--- config.mk ---
export PLATFORM = sky130hd
export DESIGN_NAME = flash_addr_xlate
export DESIGN_NICKNAME = d
export VERILOG_FILES = /design/src/rtl/xl_pkg.sv /design/src/rtl/xl_range_chk.sv /design/src/rtl/xl_divider.sv /design/src/rtl/flash_addr_xlate.sv
export SDC_FILE = /design/constraint.sdc
export NUM_CORES = 1
export LEC_CHECK = 0
export BUFFER_PORTS_ARGS = -buffer_cell sky130_fd_sc_hd__buf_2
export CAP_MARGIN = 10
export CORE_ASPECT_RATIO = 1.25
export CORE_MARGIN = 3
export CORE_UTILIZATION = 52
export DETAILED_ROUTE_END_ITERATION = 6
export PLACE_DENSITY = 0.83
export SKIP_LAST_GASP = 1
export SLEW_MARGIN = 40
export SYNTH_ARGS = -nofsm -noshare
export SYNTH_HDL_FRONTEND = slang
export SYNTH_HIERARCHICAL = 1
export SYNTH_SLANG_ARGS = --single-unit
--- constraint.sdc ---
create_clock -name clk -period 4.6 [get_ports clk]
set_clock_uncertainty 0.2 [all_clocks]
set_input_delay 0.23 -clock clk [delete_from_list [all_inputs] [get_ports clk]]
set_output_delay 0.23 -clock clk [all_outputs]
set_load 0.02 [all_outputs]
--- src/rtl/xl_pkg.sv ---
// Package xl_pkg: shared helpers for the address translator.
// Assumes page sizes below 1024 bytes so that a 10-bit field holds them.
package xl_pkg;
    // Bytes per page for the given mode and size select.
    function automatic logic [9:0] page_bytes(input logic pow2, input logic big);
        if (pow2)
            return big ? 10'd512 : 10'd256;
        else
            return big ? 10'd528 : 10'd264;
    endfunction

    // Width of the offset field in the packed device address.
    function automatic logic [3:0] off_bits(input logic big);
        return big ? 4'd10 : 4'd9;
    endfunction
endpackage

--- src/rtl/xl_range_chk.sv ---
// Module xl_range_chk: flags an address at or beyond device capacity.
// Assumes PAGE_CNT * 528 fits in ADDR_W+2 bits. Purely combinational.
module xl_range_chk
    import xl_pkg::*;
#(
    parameter int ADDR_W   = 22,
    parameter int PAGE_CNT = 4096
) (
    input  logic [ADDR_W-1:0] addr,
    input  logic              pow2,
    input  logic              big,
    output logic              over
);
    localparam int CAP_W = ADDR_W + 2;

    logic [CAP_W-1:0] cap;

    // Capacity for the selected mode, then compare.
    always_comb begin
        cap  = CAP_W'(PAGE_CNT) * CAP_W'(page_bytes(pow2, big));
        over = ({2'b00, addr} >= cap);
    end
endmodule

--- src/rtl/xl_divider.sv ---
// Module xl_divider: restoring shift-subtract divider, one quotient bit per
// clock. A load pulse captures the operands. N steps follow, and valid pulses
// once afterwards with quotient and remainder held until the next load.
// Assumes divisor is non-zero and load is not pulsed while a run is active.
module xl_divider #(
    parameter int N   = 22,
    parameter int D_W = 10
) (
    input  logic           clk,
    input  logic           rst_n,
    input  logic           load,
    input  logic [N-1:0]   dividend,
    input  logic [D_W-1:0] divisor,
    output logic [N-1:0]   quotient,
    output logic [D_W-1:0] remainder,
    output logic           valid
);
    localparam int CNT_W = $clog2(N);

    logic [D_W-1:0]   div_q;
    logic [CNT_W-1:0] cnt;
    logic             run;
    logic [D_W:0]     trial;
    logic             fits;
    logic [D_W-1:0]   rem_n;
    logic [N-1:0]     quo_n;

    // One restoring step: shift in the next dividend bit, subtract if it fits.
    always_comb begin
        trial = {remainder, quotient[N-1]};
        fits  = (trial >= {1'b0, div_q});
        rem_n = fits ? D_W'(trial - {1'b0, div_q}) : trial[D_W-1:0];
        quo_n = {quotient[N-2:0], fits};
    end

    // Operand capture, iteration count and completion strobe.
    always_ff @(posedge clk) begin
        if (!rst_n) begin
            div_q     <= '0;
            cnt       <= '0;
            run       <= 1'b0;
            quotient  <= '0;
            remainder <= '0;
            valid     <= 1'b0;
        end else begin
            valid <= 1'b0;
            if (load) begin
                div_q     <= divisor;
                quotient  <= dividend;
                remainder <= '0;
                cnt       <= '0;
                run       <= 1'b1;
            end else if (run) begin
                quotient  <= quo_n;
                remainder <= rem_n;
                cnt       <= cnt + 1'b1;
                if (cnt == CNT_W'(N - 1)) begin
                    run   <= 1'b0;
                    valid <= 1'b1;
                end
            end
        end
    end
endmodule

--- src/rtl/flash_addr_xlate.sv ---
// Module flash_addr_xlate: converts a linear byte address into the packed
// page/offset address of a flash with 264- or 528-byte pages. In power-of-two
// mode the address passes through. Addresses beyond capacity give zero and a
// flag. Assumes operands are valid whenever start is high.
module flash_addr_xlate
    import xl_pkg::*;
#(
    parameter int ADDR_W   = 22,
    parameter int OUT_W    = 24,
    parameter int REM_W    = 10,
    parameter int PAGE_CNT = 4096
) (
    input  logic              clk,
    input  logic              rst_n,
    input  logic              start,
    input  logic              page_528,
    input  logic              pow2_mode,
    input  logic [ADDR_W-1:0] lin_addr,
    output logic [OUT_W-1:0]  dev_addr,
    output logic              done,
    output logic              busy,
    output logic              out_of_range
);
    logic              accept;
    logic              over;
    logic              div_load;
    logic              div_valid;
    logic [ADDR_W-1:0] quo;
    logic [REM_W-1:0]  rem;
    logic              big_q;
    logic [OUT_W-1:0]  joined;

    xl_range_chk #(
        .ADDR_W   (ADDR_W),
        .PAGE_CNT (PAGE_CNT)
    ) u_range (
        .addr (lin_addr),
        .pow2 (pow2_mode),
        .big  (page_528),
        .over (over)
    );

    xl_divider #(
        .N   (ADDR_W),
        .D_W (REM_W)
    ) u_div (
        .clk       (clk),
        .rst_n     (rst_n),
        .load      (div_load),
        .dividend  (lin_addr),
        .divisor   (page_bytes(1'b0, page_528)),
        .quotient  (quo),
        .remainder (rem),
        .valid     (div_valid)
    );

    // Request acceptance and the choice of path for it.
    always_comb begin
        accept   = start && !busy;
        div_load = accept && !over && !pow2_mode;
    end

    // Pack the page number above the offset field.
    always_comb begin
        joined = (OUT_W'(quo) << off_bits(big_q)) | OUT_W'(rem);
    end

    // Result registers, busy tracking and the done strobe.
    always_ff @(posedge clk) begin
        if (!rst_n) begin
            dev_addr     <= '0;
            done         <= 1'b0;
            busy         <= 1'b0;
            out_of_range <= 1'b0;
            big_q        <= 1'b0;
        end else begin
            done <= 1'b0;
            if (accept) begin
                big_q <= page_528;
                if (over) begin
                    dev_addr     <= '0;
                    out_of_range <= 1'b1;
                    done         <= 1'b1;
                end else if (pow2_mode) begin
                    dev_addr     <= OUT_W'(lin_addr);
                    out_of_range <= 1'b0;
                    done         <= 1'b1;
                end else begin
                    out_of_range <= 1'b0;
                    busy         <= 1'b1;
                end
            end else if (busy && div_valid) begin
                dev_addr <= joined;
                busy     <= 1'b0;
                done     <= 1'b1;
            end
        end
    end
endmodule

## Yosys cells after proc, flatten, opt, wreduce, memory -nomap -nowiden

Cells that the tools add are included.

| word-level totals | value |
|---|---|
| output and inout port bits | 27 |
| word-level logic and storage cells | 60 |
| register bits | 77 |
| input port bits | 27 |

| cells by class | value |
|---|---|
| multiplexer cells | 24 |
| magnitude comparators | 2 |
| reduce and logical (&&, ||, !) cells | 13 |
| equality and inequality tests | 4 |
| bitwise operators | 3 |
| add/sub/neg operators | 2 |
| shift operators | 1 |

Operators with widths:

| kind | number |
|---|---|
| $mux 24 | 4 |
| $mux 22 | 2 |
| $mux 10 | 4 |
| $or 24x10->24 | 1 |
| $shl 22x4->24 | 1 |
| $ge 22x22->1 | 1 |
| $mux 1 | 13 |
| $ge 11x10->1 | 1 |
| $sub 10x10->10 | 1 |
| $add 5x1->5 const B | 1 |
| $eq 5x5->1 const B | 1 |
| $logic_and 1x1->1 | 4 |
| $ne 2x2->1 const B | 2 |
| $reduce_bool 2->1 | 2 |
| $logic_not 1->1 | 3 |
| $ne 3x2->1 const B | 1 |
| $reduce_and 3->1 | 1 |
| $reduce_or 3->1 | 1 |
| $mux 2 | 1 |
| $not 1->1 | 2 |
| $reduce_and 2->1 | 1 |
| $reduce_or 2->1 | 1 |

## Longest topological paths before layout

Gate-level depths: netlist of the first run.

| depth | value |
|---|---|
| depth in word-level cells | 7 |
| gate-level depth with buffers | 14 |
| depth with buffers taken out | 11 |

## By module

The synthesis of the first run kept the hierarchy.

Modules (own cells, without submodules):

| module | cells an instance | instances | area an instance (µm²) |
|---|---|---|---|
| xl_divider | 307 | 1 | 2661.3 |
| flash_addr_xlate | 168 | 1 | 1627.8 |
| xl_range_chk | 20 | 1 | 162.7 |

## Worst setup path before layout of the first run

Ideal clock, no wire load.

| path | value |
|---|---|
| path type | in2reg |
| start | input pow2_mode |
| end | register u_div.remainder[2] |
| cell stages on the path | 14 |
| data arrival time | 3.027 ns |
| library setup time | 0.122 ns |
| path slack | 1.251 ns |
| cell sequence | nand2b_1 > ha_1 > nor4b_2 > and4_1 > a311o_1 > or2_1 > clkbuf_2 > buf_2 > nor2_1 > clkbuf_1 > nand2b_1 > clkbuf_1 > nor4_1 > a311o_1 |

| on the way | value |
|---|---|
| word-level cells in the longest chain between the ends | 6 |
| elaborated cells on any way between the ends | 7 |
| those cells by class | 1 x order compare; 1 x mux; 5 x reduce/logical |

RTL lines:

| what | line | text |
|---|---|---|
| start, declared | flash_addr_xlate.sv:17 | `input logic pow2_mode,` |
| $mux 10 | xl_pkg.sv:6 | `if (pow2)` |
| $ge 22x22->1 | xl_range_chk.sv:21 | `over = ({2'b00, addr} >= cap);` |
| via over | flash_addr_xlate.sv:25 | `logic over;` |
| $logic_not 1->1 | flash_addr_xlate.sv:60 | `div_load = accept && !over && !pow2_mode;` |
| $logic_and 1x1->1 (2 in a row) | flash_addr_xlate.sv:60 |  |
| via div_load | flash_addr_xlate.sv:26 | `logic div_load;` |
| $reduce_or 2->1 (no line) | -- |  |
| end signal, assigned | xl_divider.sv:55 | `remainder <= rem_n;` |
| end, declared | xl_divider.sv:15 | `output logic [D_W-1:0] remainder,` |

The timed path passes the listed nets, and every way through them passes these cells.
A chain may end at the register's enable or synchronous reset.

## Worst setup path in the final report of the first run

| path | value |
|---|---|
| start | input lin_addr[9] |
| end | register u_div.remainder[9] |

| on the way | value |
|---|---|
| word-level cells in the longest chain between the ends | 5 |

RTL lines:

| what | line | text |
|---|---|---|
| start, declared | flash_addr_xlate.sv:18 | `input logic [ADDR_W-1:0] lin_addr,` |
| $ge 22x22->1 | xl_range_chk.sv:21 |  |
| via over | flash_addr_xlate.sv:25 |  |
| $logic_not 1->1 | flash_addr_xlate.sv:60 |  |
| $logic_and 1x1->1 (2 in a row) | flash_addr_xlate.sv:60 |  |
| via div_load | flash_addr_xlate.sv:26 |  |
| $reduce_or 2->1 (no line) | -- |  |

The timed path passes the listed nets, and every way through them passes these cells.

==> results.json, run 1 <==
{
  "clkSinkCount": 77,
  "synth_edf_count": 0,
  "setup_slack_ns": 1.02,
  "synth.distinct_cells": 59,
  "avgSynthCellArea_um2": 8.99,
  "die_h_um": 109,
  "via_count": 3874,
  "p_leak_nw": 1.90,
  "path_max_fanout": 23,
  "netSwitchingFraction_pct": 31.9,
  "drt_iter0_drc": 200,
  "synth_fa_ha_area_share_pct": 4.95,
  "synth-compound-area-share_pct": 21.4,
  "clk_pin_slew_ns": 0.08,
  "cpPeakStageDelay_ns": 0.55,
  "synth_top_family_by_area": "compound AO/OA/AOI/OAI gates",
  "yosys.area_share.xor_xnor_pct": 1.97,
  "synth_seq_cells": 77,
  "rows": 37,
  "max_freq_ghz": 0.279,
  "path_buf_inv": 3,
  "fin_cells": 634,
  "cts_setup_buffers": 0,
  "worstHoldStart": "page_528",
  "clockRootBuffer": "clkbuf_8",
  "outcome": "finished clean",
  "clk_latency_ns": 0.36,
  "dpl.cell_count": 616,
  "diodes": 0,
  "rrSetupSlack_ns": 1.81,
  "peakVddDrop_mv": 0.157,
  "pwr-share-clk_pct": 32.4,
  "end_kind": "flop",
  "fin_hold_ws_ns": 0.0226,
  "die-width_um": 88.8,
  "synth_top_area_share_pct": 34.6,
  "cts_tree": "built",
  "routed-wl-met2_um": 5340,
  "fin_util_pct": 59.4,
  "setup_violations": 0,
  "wl_per_cell_um": 17.6,
  "tns_ns": 0,
  "wl_met3_um": 567,
  "ys_warn_count": 6,
  "cp_cell_sequence": "dlygate4sd3_1 > buf_2 > nor4b_2 > and4_1 > a311o_1 > or2_1 > buf_4 > nor2_4 > nor2b_1 > o21ai_0 > or2_2 > o22ai_1",
  "ctsLongestPathBuffers": 2,
  "hold_violations": 0,
  "tightest_slew_ns": 0.684,
  "multi_input_area_um2": 2660,
  "reg2reg_from": "busy$_SDFFE_PN0P_",
  "synthSimpleGateAreaFrac_pct": 18.8,
  "cts.htree.levels": 3,
  "p_per_area_nw_per_um2": 360,
  "layout-drive-gt1-share_pct": 20.3,
  "synthMuxAreaShare_pct": 11.6,
  "gr-total-overflow": 0,
  "highest_layer": "met4",
  "grt_use_total_pct": 23.8,
  "syn_inst": 495,
  "cp.arrival_ns": 3.67,
  "crit_type": "input port to flop",
  "internal-power_mw": 1.21,
  "routed_via_density": 6.11,
  "cp_data_required_time_ns": 4.69,
  "drc_errors": 0,
  "dp_slack_ns": 0.967,
  "grt_pass1_wl_um": 17900,
  "slew_viol_final": 0,
  "synth_top_area_cell": "dfxtp_1",
  "numCtsBuffers": 9,
  "cp_slowest_cell": "nor2b_1",
  "dp_hpwl_um": 8070,
  "drv_cap": 0,
  "cts_resized": 0,
  "hold_depth": 3,
  "drtAntennaViolNets": 0,
  "antenna_found_initial": 0,
  "regArea_um2": 1540,
  "ios": 54,
  "critPathLaunchType": "input port",
  "cp_num_cells": 12,
  "p_comb_share_pct": 25.5,
  "dr.pass1.iters": 5,
  "ys_top_cells_by_area": "dfxtp_1 (35%), mux2i_1 (8.1%), a211oi_1 (7.9%)",
  "met1_length_um": 4720,
  "hold_class": "input port to flop",
  "critPathTopFamily": "simple AND/OR/NAND/NOR gates",
  "max_slew_margin_pct": 54.1,
  "synth_flop_cell": "dfxtp_1",
  "rsz0062_at_grt": "no",
  "synth-async-reset-ratio_pct": 0,
  "grt_max_degree": 54,
  "gp_congestion": 0.925,
  "portBuffers": 53,
  "layout_worst_path_cycle_share_pct": 77.9,
  "power_frac_seq_pct": 42.1,
  "syn_to_final_growth_pct": 10.6,
  "first_global_vias": 3592,
  "start_util_pct": 53.7,
  "fp.dieArea_um2": 9710,
  "synth.cell_area_um2": 4450,
  "fin_crit_ns": 3.58,
  "hold_end": "big_q$_SDFFE_PN0N_",
  "r2r-end": "u_div/remainder[9]$_SDFFE_PP0P_",
  "fin_nets": 576,
  "wirelength_um": 11100,
  "ys_seq_area_share_pct": 34.6,
  "rr_worst_depth": 6,
  "switchingPower_uw": 566,
  "fillCellCount": 726,
  "core_um2": 8290
}
sequential cells by signal (all words and copies together) (netlist names):
signal           count
busy                 1
u_div/div_q         10
u_div/cnt            5
big_q                1
done                 1
u_div/valid          1
u_div/quotient      22
u_div/remainder     10
out_of_range         1
dev_addr            24
u_div/run            1
layer usage:
| layer | global-route usage (%) | up-vias |
|---|---|---|
| met4 | 14.5 | 0 |
| met1 | 29.4 | 1829 |
| li1 | - | 1858 |
| met5 | 0 | - |
| met2 | 37.5 | 153 |
| met3 | 5.10 | 34 |
final cells by class:
cell class	instances	area share [%]
sequential	77	31.3
clock inverter	7	2.01
timing repair buffer	59	6.40
multi-input combinational	368	54.0
inverter	17	1.30
tap	97	2.46
clock buffer	9	2.52
through the flow:
step	total power, mW	area [um2]
final	1.77	4920
after global routing	1.86	4920
after CTS	1.77	4920
after detailed placement	1.21	4670
after global placement	1.19	4670
after floorplan	1.10	4470
power by group through the flow:
stage / registers (mW) / logic [mW] / clock network (mW)
final: 0.746 / 0.452 / 0.575
after floorplan: 0.773 / 0.328 / 0
after detailed placement: 0.761 / 0.444 / 0
after global placement: 0.759 / 0.431 / 0
after CTS: 0.745 / 0.448 / 0.580
after global routing: 0.752 / 0.496 / 0.613
worst min-delay path, stage by stage:
cell	delay [ns]
buf_2	0.17
nand2_1	0.08
a21oi_1	0.05
Yosys cell counts (5+ instances only):
| cell | number |
|---|---|
| a211oi_1 | 47 |
| a21o_1 | 7 |
| a21oi_1 | 23 |
| a22oi_1 | 12 |
| and2_1 | 24 |
| and4bb_2 | 9 |
| buf_2 | 5 |
| buf_4 | 6 |
| buf_6 | 7 |
| clkbuf_1 | 17 |
| dfxtp_1 | 77 |
| ha_1 | 16 |
| inv_1 | 16 |
| mux2_2 | 14 |
| mux2i_1 | 36 |
| nand2_1 | 38 |
| nand2b_1 | 6 |
| nand3_1 | 6 |
| nor2_1 | 18 |
| nor2b_1 | 20 |
| nor3_1 | 5 |
| o21ai_0 | 30 |
| xnor2_1 | 7 |
layout by cell type, fill, tap and decap left out, types with 16 or more instances in the layout:
cell / instances
a211oi_1: 47
a21oi_1: 23
and2_1: 23
buf_2: 53
dfxtp_1: 76
ha_1: 16
inv_1: 16
mux2i_1: 36
nand2_1: 38
nor2_1: 17
nor2b_1: 20
o21ai_0: 30
kinds of logic (layout without fill, tap and decap cells):
logic type,count (synthesis),after routing
and+or+nand+nor,143,143
DFF,77,77
muxes,50,50
other,1,6
buffers and inverters,55,92
xor gates and xnor gates,10,10
adders and majority gates,17,17
AOI/OAI and AO/OA,142,142
how the worst max path moves through the flow:
stage	startpoint	to	slack, ns
after global placement	page_528	u_div/remainder[9]$_SDFFE_PP0P_	1.08
after CTS	lin_addr[9]	u_div/remainder[9]$_SDFFE_PP0P_	1.15
after detailed placement	page_528	u_div/remainder[9]$_SDFFE_PP0P_	0.97
final	lin_addr[9]	u_div/remainder[9]$_SDFFE_PP0P_	1.02
after global routing	lin_addr[9]	u_div/remainder[9]$_SDFFE_PP0P_	0.84
after floorplan	pow2_mode	u_div/remainder[2]$_SDFFE_PP0P_	1.25
timing repair:
action,in CTS,in global routing
hold buffers,2,0
hold endpoints to repair,2,0
endpoints found under the setup margin,0,0
Note: power is estimated with default switching activity, not from simulation.
==> run 2: changes to the inputs <==
Clock period 4.6 ns to 3.6 ns, I/O delays scaled along.
==> run 2 against run 1 <==
  * Largest power group unchanged
  * Worst setup slack got worse by 0.84 ns
  * Combinational power rose by 30%
  * Power rose by 23%
  * Worst hold slack got worse by 0.0033 ns
  * Non-clock buffer count rose by 15
  * Critical endpoint unchanged
  * Die area did not move
  * Via count rose by 0.15%
  * First-iteration DRC count rose by 10%
  * Register-to-register slack got worse by 0.75 ns
  * Cell count rose by 2.1%
  * Largest cell class unchanged
  * Sequential power rose by 28%
==> results.json, run 2 (same netlist as run 1, synthesis figures left out) <==
{
  "outcome": "finished clean",
  "mostFrequentLayoutCells": "dfxtp_1 (76), buf_2 (53), a211oi_1 (47)",
  "cp.arrival_ns": 3.50,
  "slew_viol_final": 0,
  "p_per_area_nw_per_um2": 434,
  "cp_cell_sequence": "dlygate4sd3_1 > buf_2 > inv_1 > ha_1 > nor4bb_1 > and4_1 > a311o_1 > or2_1 > nor2_4 > nor2b_1 > o21ai_0 > or2_2 > o22ai_1",
  "dr.pass1.iters": 4,
  "ios": 54,
  "r2r-end": "u_div/remainder[8]$_SDFFE_PP0P_",
  "drc_errors": 0,
  "tightest_slew_ns": 0.853,
  "grt_use_total_pct": 23.8,
  "hold_depth": 4,
  "diodes": 0,
  "antenna_found_initial": 0,
  "via_count": 3880,
  "peakVddDrop_mv": 0.160,
  "largest_reg_flops": 24,
  "rsz0062_at_grt": "no",
  "fp.dieArea_um2": 9710,
  "regMostFlops": "dev_addr",
  "max_freq_ghz": 0.293,
  "fin_crit_ns": 3.42,
  "setup_violations": 0,
  "clk_latency_ns": 0.36,
  "reg_top3": "dev_addr (24), u_div/quotient (22)",
  "hold_end": "u_div/quotient[13]$_SDFFE_PN0P_",
  "die_h_um": 109,
  "routed_via_density": 6.00,
  "cp_slowest_cell": "dlygate4sd3_1",
  "cts_tree": "built",
  "wirelength_um": 11100,
  "fin_nets": 591,
  "final_common_cell": "dfxtp_1",
  "hold_violations": 0,
  "die-width_um": 88.8,
  "end_kind": "flop",
  "reg2reg_from": "u_div/quotient[21]$_SDFFE_PN0P_",
  "p_leak_nw": 1.95,
  "layout_worst_path_cycle_share_pct": 95.0,
  "tns_ns": 0,
  "drt_iter0_drc": 220,
  "cpPeakStageDelay_ns": 0.52,
  "dp_hpwl_um": 8120,
  "ctsLongestPathBuffers": 2,
  "grt_max_degree": 55,
  "start_util_pct": 53.7,
  "placed_area_um2": 4690,
  "clockRootBuffer": "clkbuf_8",
  "syn_to_final_growth_pct": 12.6,
  "rrSetupSlack_ns": 1.06,
  "crit_type": "input port to flop",
  "worstHoldStart": "lin_addr[13]",
  "wl_per_cell_um": 17.2,
  "max_slew_margin_pct": 43.1,
  "cp_data_required_time_ns": 3.68,
  "drv_cap": 0,
  "drtAntennaViolNets": 0,
  "core_um2": 8290,
  "layout-drive-gt1-share_pct": 19.3,
  "path_max_fanout": 13,
  "hold_class": "input port to flop",
  "cts.htree.levels": 3,
  "grt_pass1_wl_um": 17900,
  "clkSinkCount": 77,
  "final_cell_area_um2": 5010,
  "numCtsBuffers": 9,
  "portBuffers": 53,
  "cts_resized": 0,
  "first_global_vias": 3710,
  "rr_worst_depth": 10,
  "clk_pin_slew_ns": 0.07,
  "gp_congestion": 0.924,
  "critPathLaunchType": "input port",
  "rows": 37,
  "gr-total-overflow": 0
}
==> run 2: layout make-up <==
| class | instances | area [um2] |
|---|---|---|
| multi-input cells | 368 | 2650 |
| repair buffers | 74 | 458 |
| clock buffers | 12 | 145 |
| fillers | 690 | 3270 |
| clock inverters | 2 | 35.0 |
| flip-flops and latches | 77 | 1540 |
| well taps | 97 | 121 |
| inverters | 17 | 63.8 |
==> run 2: report_power, final <==
part / internal [mW] / switching (mW)
clock network: 0.331 / 0.304
registers: 0.906 / 0.0472
logic: 0.254 / 0.333
==> run 2: through the flow <==
step                util (%)  total power, mW  setup slack [ns]  instances  hold slack, ns
finish                  60.5             2.18             0.182        647          0.0194
global placement        56.6             1.52             0.568        619           0.267
detailed placement      56.6             1.54             0.434        619           0.269
global route            60.5             2.28            0.0300        647          0.0238
CTS                     60.5             2.19             0.264        647         0.00113
floorplan                  -             1.41             0.301        500          0.0975
==> run 2: what timing repair did <==
| item | 4_1_cts | 5_1_grt |
|---|---|---|
| hold buffers | 14 | 0 |
| hold endpoints to repair | 14 | 0 |
| buffers inserted | 0 | 0 |
==> run 2: worst max path at each step <==
| stage | to | slack (ns) | startpoint |
|---|---|---|---|
| 3_5_place_dp | u_div/remainder[9]$_SDFFE_PP0P_ | 0.43 | page_528 |
| 2_1_floorplan | u_div/remainder[2]$_SDFFE_PP0P_ | 0.30 | pow2_mode |
| 6_report | u_div/remainder[9]$_SDFFE_PP0P_ | 0.18 | page_528 |
| 4_1_cts | u_div/remainder[9]$_SDFFE_PP0P_ | 0.26 | page_528 |
| 3_3_place_gp | u_div/remainder[9]$_SDFFE_PP0P_ | 0.57 | page_528 |
| 5_1_grt | u_div/remainder[9]$_SDFFE_PP0P_ | 0.03 | page_528 |
==> run 2: per-layer routing <==
metal  track usage (%)  up-vias  share of wire (%)
li1                  -     1889                  -
met1              28.0     1815                 41
met2              39.3      137                 49
met3              5.40       39                5.7
met4              13.7        0                4.8
met5                 0        -                  0
==> run 2: critical path: cells and delay by family <==
kind,cells,cell delay (ns)
fa+ha+maj,1,0.29
buf+inv,3,0.81
compound gates,3,0.74
simple gates,6,1.48
